$ cat src/rtl/npc_pkg.sv
package npc_pkg;

    // Source of the next fetch address
    typedef enum logic [1:0] {
        SEL_SEQ    = 2'd0,
        SEL_BRANCH = 2'd1,
        SEL_JUMP   = 2'd2
    } nxt_sel_e;

    localparam int unsigned ADDR_W_DEF = 32;
    localparam int unsigned IMM_W_DEF  = 16;
    localparam int unsigned TGT_W_DEF  = 26;
    localparam int unsigned WORD_SH    = 2;

endpackage

$ cat src/rtl/npc_incr.sv
module npc_incr #(
    parameter int unsigned ADDR_W = 32,
    parameter int unsigned STEP   = 4
) (
    input  logic [ADDR_W-1:0] base_i,
    output logic [ADDR_W-1:0] sum_o
);

    localparam logic [ADDR_W-1:0] STEP_V = ADDR_W'(STEP);

    // Wraps modulo 2^ADDR_W by width truncation
    always_comb begin
        sum_o = base_i + STEP_V;
    end

endmodule

$ cat src/rtl/npc_branch_tgt.sv
module npc_branch_tgt #(
    parameter int unsigned ADDR_W = 32,
    parameter int unsigned IMM_W  = 16,
    parameter int unsigned SH     = 2
) (
    input  logic [ADDR_W-1:0] base_i,
    input  logic [IMM_W-1:0]  imm_i,
    output logic [ADDR_W-1:0] tgt_o
);

    localparam int unsigned EXT_W = ADDR_W - IMM_W - SH;

    logic [ADDR_W-1:0] offset;

    // Sign-extend, then scale words to bytes
    always_comb begin
        offset = {{EXT_W{imm_i[IMM_W-1]}}, imm_i, {SH{1'b0}}};
        tgt_o  = base_i + offset;
    end

endmodule

$ cat src/rtl/npc_jump_tgt.sv
module npc_jump_tgt #(
    parameter int unsigned ADDR_W = 32,
    parameter int unsigned TGT_W  = 26,
    parameter int unsigned SH     = 2
) (
    input  logic [ADDR_W-TGT_W-SH-1:0] hi_i,
    input  logic [TGT_W-1:0]           field_i,
    output logic [ADDR_W-1:0]          tgt_o
);

    always_comb begin
        tgt_o = {hi_i, field_i, {SH{1'b0}}};
    end

endmodule

$ cat src/rtl/npc_select.sv
module npc_select
    import npc_pkg::*;
#(
    parameter int unsigned ADDR_W = 32
) (
    input  logic              branch_i,
    input  logic              jump_i,
    input  logic              zero_i,
    input  logic [ADDR_W-1:0] seq_i,
    input  logic [ADDR_W-1:0] br_i,
    input  logic [ADDR_W-1:0] jmp_i,
    output nxt_sel_e          sel_o,
    output logic [ADDR_W-1:0] next_o
);

    // Outcome decode: jump outranks a taken branch
    always_comb begin
        if (jump_i) begin
            sel_o = SEL_JUMP;
        end else if (branch_i && zero_i) begin
            sel_o = SEL_BRANCH;
        end else begin
            sel_o = SEL_SEQ;
        end
    end

    // Address steering per outcome
    always_comb begin
        unique case (sel_o)
            SEL_JUMP:   next_o = jmp_i;
            SEL_BRANCH: next_o = br_i;
            default:    next_o = seq_i;
        endcase
    end

endmodule

$ cat src/rtl/npc_unit.sv
module npc_unit
    import npc_pkg::*;
#(
    parameter int unsigned ADDR_W = ADDR_W_DEF,
    parameter int unsigned IMM_W  = IMM_W_DEF,
    parameter int unsigned TGT_W  = TGT_W_DEF,
    parameter logic [ADDR_W-1:0] RESET_PC = '0
) (
    input  logic              clk,
    input  logic              rst,
    input  logic [IMM_W-1:0]  imm_i,
    input  logic [TGT_W-1:0]  target_i,
    input  logic              branch_i,
    input  logic              jump_i,
    input  logic              zero_i,
    output logic [ADDR_W-1:0] pc_o,
    output logic [ADDR_W-1:0] pc_plus4_o
);

    localparam int unsigned STEP   = 1 << WORD_SH;
    localparam int unsigned KEEP_W = ADDR_W - TGT_W - WORD_SH;
    localparam int unsigned EXT_W  = ADDR_W - IMM_W - WORD_SH;

    logic [ADDR_W-1:0] pc_q;
    logic [ADDR_W-1:0] seq_addr;
    logic [ADDR_W-1:0] br_addr;
    logic [ADDR_W-1:0] jmp_addr;
    logic [ADDR_W-1:0] pc_d;
    nxt_sel_e          sel;

    npc_incr #(.ADDR_W(ADDR_W), .STEP(STEP)) u_incr (
        .base_i (pc_q),
        .sum_o  (seq_addr)
    );

    npc_branch_tgt #(.ADDR_W(ADDR_W), .IMM_W(IMM_W), .SH(WORD_SH)) u_br (
        .base_i (seq_addr),
        .imm_i  (imm_i),
        .tgt_o  (br_addr)
    );

    npc_jump_tgt #(.ADDR_W(ADDR_W), .TGT_W(TGT_W), .SH(WORD_SH)) u_jmp (
        .hi_i    (seq_addr[ADDR_W-1 -: KEEP_W]),
        .field_i (target_i),
        .tgt_o   (jmp_addr)
    );

    npc_select #(.ADDR_W(ADDR_W)) u_sel (
        .branch_i (branch_i),
        .jump_i   (jump_i),
        .zero_i   (zero_i),
        .seq_i    (seq_addr),
        .br_i     (br_addr),
        .jmp_i    (jmp_addr),
        .sel_o    (sel),
        .next_o   (pc_d)
    );

    // Address register
    always_ff @(posedge clk) begin
        if (rst) begin
            pc_q <= RESET_PC;
        end else begin
            pc_q <= pc_d;
        end
    end

    // Outputs
    always_comb begin
        pc_o       = pc_q;
        pc_plus4_o = seq_addr;
    end

    p_reset_value_r1: assert property (@(posedge clk)
        rst |=> pc_o == RESET_PC)
        else $error("reset value");

    p_incr_gap_r2: assert property (@(posedge clk) disable iff (rst)
        (pc_plus4_o - pc_o) == ADDR_W'(STEP))
        else $error("increment gap");

    p_fall_through_r3: assert property (@(posedge clk) disable iff (rst)
        (!jump_i && !(branch_i && zero_i)) |=> pc_o == $past(pc_plus4_o))
        else $error("fall through");

    p_branch_taken_r4: assert property (@(posedge clk) disable iff (rst)
        (branch_i && zero_i && !jump_i) |=>
        pc_o == $past(pc_plus4_o)
              + {{EXT_W{$past(imm_i[IMM_W-1])}}, $past(imm_i), {WORD_SH{1'b0}}})
        else $error("branch target");

    p_jump_form_r7: assert property (@(posedge clk) disable iff (rst)
        jump_i |=> (pc_o[WORD_SH-1:0] == '0)
                && (pc_o[ADDR_W-1 -: KEEP_W] == $past(pc_plus4_o[ADDR_W-1 -: KEEP_W]))
                && (pc_o[WORD_SH +: TGT_W] == $past(target_i)))
        else $error("jump target");

    p_jump_wins_r8: assert property (@(posedge clk) disable iff (rst)
        (jump_i && branch_i && zero_i) |-> sel == SEL_JUMP)
        else $error("jump priority");

    p_top_wrap_r9: assert property (@(posedge clk) disable iff (rst)
        (pc_o == '1 - ADDR_W'(STEP - 1) && !jump_i && !branch_i) |=> pc_o == '0)
        else $error("wrap to zero");

endmodule

$ cat config.mk
export PLATFORM = sky130hd
export DESIGN_NAME = npc_unit
export DESIGN_NICKNAME = d
export VERILOG_FILES = /design/src/rtl/npc_pkg.sv /design/src/rtl/npc_incr.sv /design/src/rtl/npc_branch_tgt.sv /design/src/rtl/npc_jump_tgt.sv /design/src/rtl/npc_select.sv /design/src/rtl/npc_unit.sv
export SDC_FILE = /design/constraint.sdc
export NUM_CORES = 1
export LEC_CHECK = 0
export BUFFER_PORTS_ARGS = -buffer_cell sky130_fd_sc_hd__buf_2
export CORE_ASPECT_RATIO = 1.75
export CORE_MARGIN = 1
export CORE_UTILIZATION = 25
export DETAILED_ROUTE_END_ITERATION = 6
export HOLD_SLACK_MARGIN = 0.03
export PLACE_DENSITY = 0.5
export SLEW_MARGIN = 30
export SYNTH_ARGS = -nofsm -noshare
export SYNTH_HDL_FRONTEND = slang
export SYNTH_SLANG_ARGS = --single-unit
$ cat constraint.sdc
create_clock -name clk -period 4.6 [get_ports clk]
set_input_delay 0.46 -clock clk [delete_from_list [all_inputs] [get_ports clk]]
set_output_delay 0.46 -clock clk [all_outputs]
set_load 0.01 [all_outputs]
; ---- After elaboration in Yosys (flattened, before gate mapping)
; Cells that the tools add are included.
; W data, S select, Z words.
[op_classes]
n_addsub = 2
n_eq_ne = 2
n_mux = 3
n_reduce_logical = 1
[ops]
columns = op, count
row1 = $pmux W32 S2, 1
row2 = $add A32 B3 Y32 const B, 1
row3 = $add A32 B32 Y32, 1
row4 = $eq A2 B1 Y1 const B, 1
row5 = $eq A2 B2 Y1 const B, 1
row6 = $mux W2, 1
row7 = $logic_and A1 B1 Y1, 1
row8 = $mux W1, 1
[totals]
reg_bits = 32
input_bits = 47
out_inout_bits = 64
wordCells = 9

; ---- Longest topological paths before layout
[depth]
word_depth = 5
ltp_mapped = 15
ltp_nobuf = 14

; ---- Modules after synthesis
; From an unflattened synthesis, not the netlist that was laid out.
[hier_totals]
cells_unflattened = 561
area_unflattened_um2 = 4508.1
[by_module_without_submodules]
columns = mod, n_inst, cells_each, area_per_inst_um2, seq_area_each_um2
row1 = npc_branch_tgt, 1, 226, 1660.3, 0.0
row2 = npc_select, 1, 152, 1159.9, 0.0
row3 = npc_unit, 1, 67, 863.3, 640.6
row4 = npc_incr, 1, 83, 580.6, 0.0
row5 = npc_jump_tgt, 1, 33, 244.0, 0.0

; ---- Least setup slack after synthesis
; OpenSTA, ideal clock, no wires.
[synth_timing]
kind = reg2reg
start = register pc_q[4], in the netlist pc_o[4]
end = register pc_q[31], in the netlist pc_o[31]
setup_time_ns = 0.121
arrival_time_ns = 3.571
required_time_ns = 4.479
path_slack_ns = 0.908
stages_incl_launch_ff = 16
n_path_buf = 1
period_less_slack_ns = 3.692
path_cell_list = dfxtp_1 > and4_1 > nand4_2 > or3_1 > nor2_1 > xor2_1 > ha_1 > clkbuf_8 > nand2_1 > nor2_1 > nand4_1 > a311oi_2 > nor3_1 > or3_1 > o211ai_1 > mux2_2
[synth_via]
elab_chain_cells = 3
[synth_lines]
columns = element, line
row1 = "start, declared", npc_unit.sv:24  ; logic [ADDR_W-1:0] pc_q;
row2 = "start signal, assigned", npc_unit.sv:64  ; pc_q <= pc_d;
row3 = $add A32 B3 Y32, npc_incr.sv:13  ; sum_o = base_i + STEP_V;
row4 = named net pc_plus4_o[21], npc_unit.sv:17  ; output logic [ADDR_W-1:0] pc_plus4_o
row5 = $add A32 B32 Y32, npc_branch_tgt.sv:18  ; tgt_o = base_i + offset;
row6 = $pmux W32 S2, npc_select.sv:29  ; unique case (sel_o)
; The timed path passes the listed nets, and every way through them passes these cells.
; A chain may end at the register's enable or synchronous reset.

; ---- Worst setup path in the final report
[layout_timing]
start = register pc_q[4], in the netlist pc_o[4]
end = register pc_q[31], in the netlist pc_o[31]
[layout_via]
elab_chain_cells = 3
[layout_lines]
columns = element, line
row1 = $add A32 B3 Y32 (*), npc_incr.sv:13
row2 = $add A32 B32 Y32, npc_branch_tgt.sv:18
row3 = $pmux W32 S2 (*), npc_select.sv:29
; Every way passes the cells marked *; elsewhere a longest branch is shown, timed or not.

==> metrics.yaml <==
status:
  outcome: "complete, no violations"
grt:
  grt_overflow: 0
  track_usage: 0.1756
  grt_pass1_wl_um: 20640
  grt_pass1_vias: 3994
  antenna_found_initial: 0
  grt_max_degree: 53
layout:
  drive_above_1_share: 0.2415
  antenna_cells: 0
  largest_reg_flops: 30
  final_area_mm2: 0.004468
  area_growth_pct: 21.22
  nets: 671
  register_area_um2: 600.6
  fillers: 1616
  multiInputGateArea_mm2: 0.002859
  fin_util: 0.3110
detailed_routing:
  drt_wl_total_um: 13230
  route.detailed.drc: 0
  routedWlPerCell_um: 17.22
  vias: 3997
  drtPass1Iterations: 4
  highest_layer: "met4"
  wl_met1_um: 4585
  wl_met3_um: 485
  antenna_left: 0
  viasPerCell: 5.204
  met2WireLength_um: 7536
  drtIter0Drc: 187
cts:
  postCtsSetupBuffers: 0
  insertion_delay_ns: 0.29
  cts_tree: "built"
  ctsResizeCount: 0
  cts_hold_buf: 0
  clock_path_buffers: 2
  cts_max_level: 2
  root_buffer: "clkbuf_16"
  tritoncts.num_buffers: 5
  path_clk_slew_ns: 0.06
  cts_sinks: 30
die:
  core_area_mm2: 0.01437
  num_io_pins: 111
  die_x_um: 93.79
  rows: 58
  dieArea_mm2: 0.01525
  die_h_um: 162.6
  initial_core_util: 0.2565
yosys:
  syn-cell-area_mm2: 0.003686
  ys_types: 68
  ys.warnings.count: 0
  synth_commonest_cells: "58 x nor2_1, 43 x a21oi_1, 41 x nand2_1"
  yosys_register_bits: 30
  async_flop_share: 0
  syn_avg_cell_area_um2: 7.507
  yosysMostFrequentCell: "nor2_1"
  synth_ff_type: "dfxtp_1"
  syn_inst: 491
  synth-edff-count: 0
  synth_largest_area_cell: "dfxtp_1"
  seq_area_frac_synth: 0.1629
  yosys-top-cells-area: "dfxtp_1 16%, ha_1 12%, nor2_1 5.9%"
  synth_top_area_share: 0.1629
timing:
  skew_ns: 0.006981
  rsz0062_at_grt: "false"
  finalMaxSlewViolations: 0
  fin_crit_ns: 4.128
  slew_headroom: 0.4843
  final_hold_viol_count: 0
  fin_crit_sh: 0.8974
  worst_slew_pin_slew_ns: 0.7736
  final.setup.tns_ns: 0
  fmax_ghz: 0.2422
  setup_viol: 0
hold_path:
  min_path_type: "primary input to flop"
power:
  finalPower_mw: 1.114
  p_switching_mw: 0.4306
  power.leakage_nw: 2.128
  seqPwrFrac: 0.277
  p_clk_frac: 0.309
  ir_drop_mv: 0.1124
  p_per_area_mw_per_mm2: 249.4
  swShare: 0.3865
  p_comb_frac: 0.414
  p_int_mw: 0.6835
placement:
  place_area_mm2: 0.004314
  port_buffers: 106
  place_hpwl_um: 10670
  place_congestion: 0.8733
worst_setup_path:
  critPathArrivalTime_ns: 4.30
  path_buf_inv: 0
  crit_type: "flop to flop"
  path_cells: "and4_1 -> nand4_2 -> or3_1 -> nor2_1 -> xor2_1 -> ha_1 -> nand2_1 -> nor2_1 -> nand4_1 -> a311oi_2 -> nor3_1 -> or3_1 -> o211ai_1 -> mux2_2"
  cp_top_family: "simple AND/OR/NAND/NOR gates"
  end_kind: "flop"
  cp.required_ns: 4.77
  cp_slowest_stage_delay_ns: 0.55
  startpoint_type: "flop"
  crit_fanout: 8
  cp_slowest_cell: "or3_1"
flow_run:
  cap_violations: 0
==> layout by cell type, fill, tap and decap left out, types with 11 or more instances in the layout <==
cell type	instances
ha_1	36
xor2_1	14
a21o_1	16
nor3_1	11
o21ai_0	21
a21oi_1	43
dfxtp_1	30
inv_1	20
nand3_1	20
buf_2	106
nor2_1	58
nand2_1	41
xnor2_1	24
==> cells by family after synthesis <==
| family | Yosys count | share of synthesized area |
|---|---|---|
| other | 1 | 0.001017 |
| adders and majority gates | 37 | 0.1276 |
| and+or+nand+nor | 195 | 0.2648 |
| AOI/OAI and AO/OA | 136 | 0.2590 |
| xor gates and xnor gates | 38 | 0.09029 |
| DFF | 30 | 0.1629 |
| muxes | 10 | 0.02817 |
| buffers and inverters | 44 | 0.06619 |
==> per-layer routing <==
layer,GRT usage,vias to the layer above
li1,-,1979
met1,0.1720,1873
met4,0.1077,0
met3,0.01541,36
met2,0.3427,109
met5,0,-
==> worst min-delay path: cells and delay by family <==
kind / cells / cell delay (ns)
buf+inv: 1 / 0.07
simple gates: 1 / 0.07
mux: 1 / 0.05
==> power groups by stage <==
| stage | clock network, mW | logic [mW] | registers [mW] |
|---|---|---|---|
| floorplan | 0 | 0.314 | 0.317 |
| global placement | 0 | 0.458 | 0.313 |
| detailed placement | 0 | 0.460 | 0.314 |
| CTS | 0.353 | 0.463 | 0.309 |
| global route | 0.362 | 0.506 | 0.312 |
| finish | 0.344 | 0.461 | 0.309 |
==> metrics by stage <==
stage	std cells	hold WS [ns]	setup WS [ns]
5_1_grt	768	0.4280	0.07760
2_1_floorplan	494	0.6039	0.9080
3_5_place_dp	760	0.6784	0.2840
6_report	768	0.4137	0.4718
4_1_cts	768	0.4153	0.2755
3_3_place_gp	760	0.6849	0.3295
==> path summary, 6_finish.rpt <==
check | slack (ns) | startpoint | endpoint | depth (start not counted)
max | 0.47 | pc_o[4]$_SDFF_PP0_ | pc_o[31]$_SDFF_PP0_ | 14
min | 0.41 | target_i[7] | pc_o[9]$_SDFF_PP0_ | 3
max reg2reg | 0.47 | pc_o[4]$_SDFF_PP0_ | pc_o[31]$_SDFF_PP0_ | 14
min reg2reg | 0.69 | pc_o[29]$_SDFF_PP0_ | pc_o[29]$_SDFF_PP0_ | 3
==> final cells by class <==
cell class	instances	area share
clock inverter	1	0.001120
tap	180	0.05041
clock buffer	7	0.03192
sequential	30	0.1344
multi-input combinational	420	0.6399
timing repair buffer	110	0.1255
inverter	20	0.01680
No activity file was read; power rests on OpenSTA's default activity.
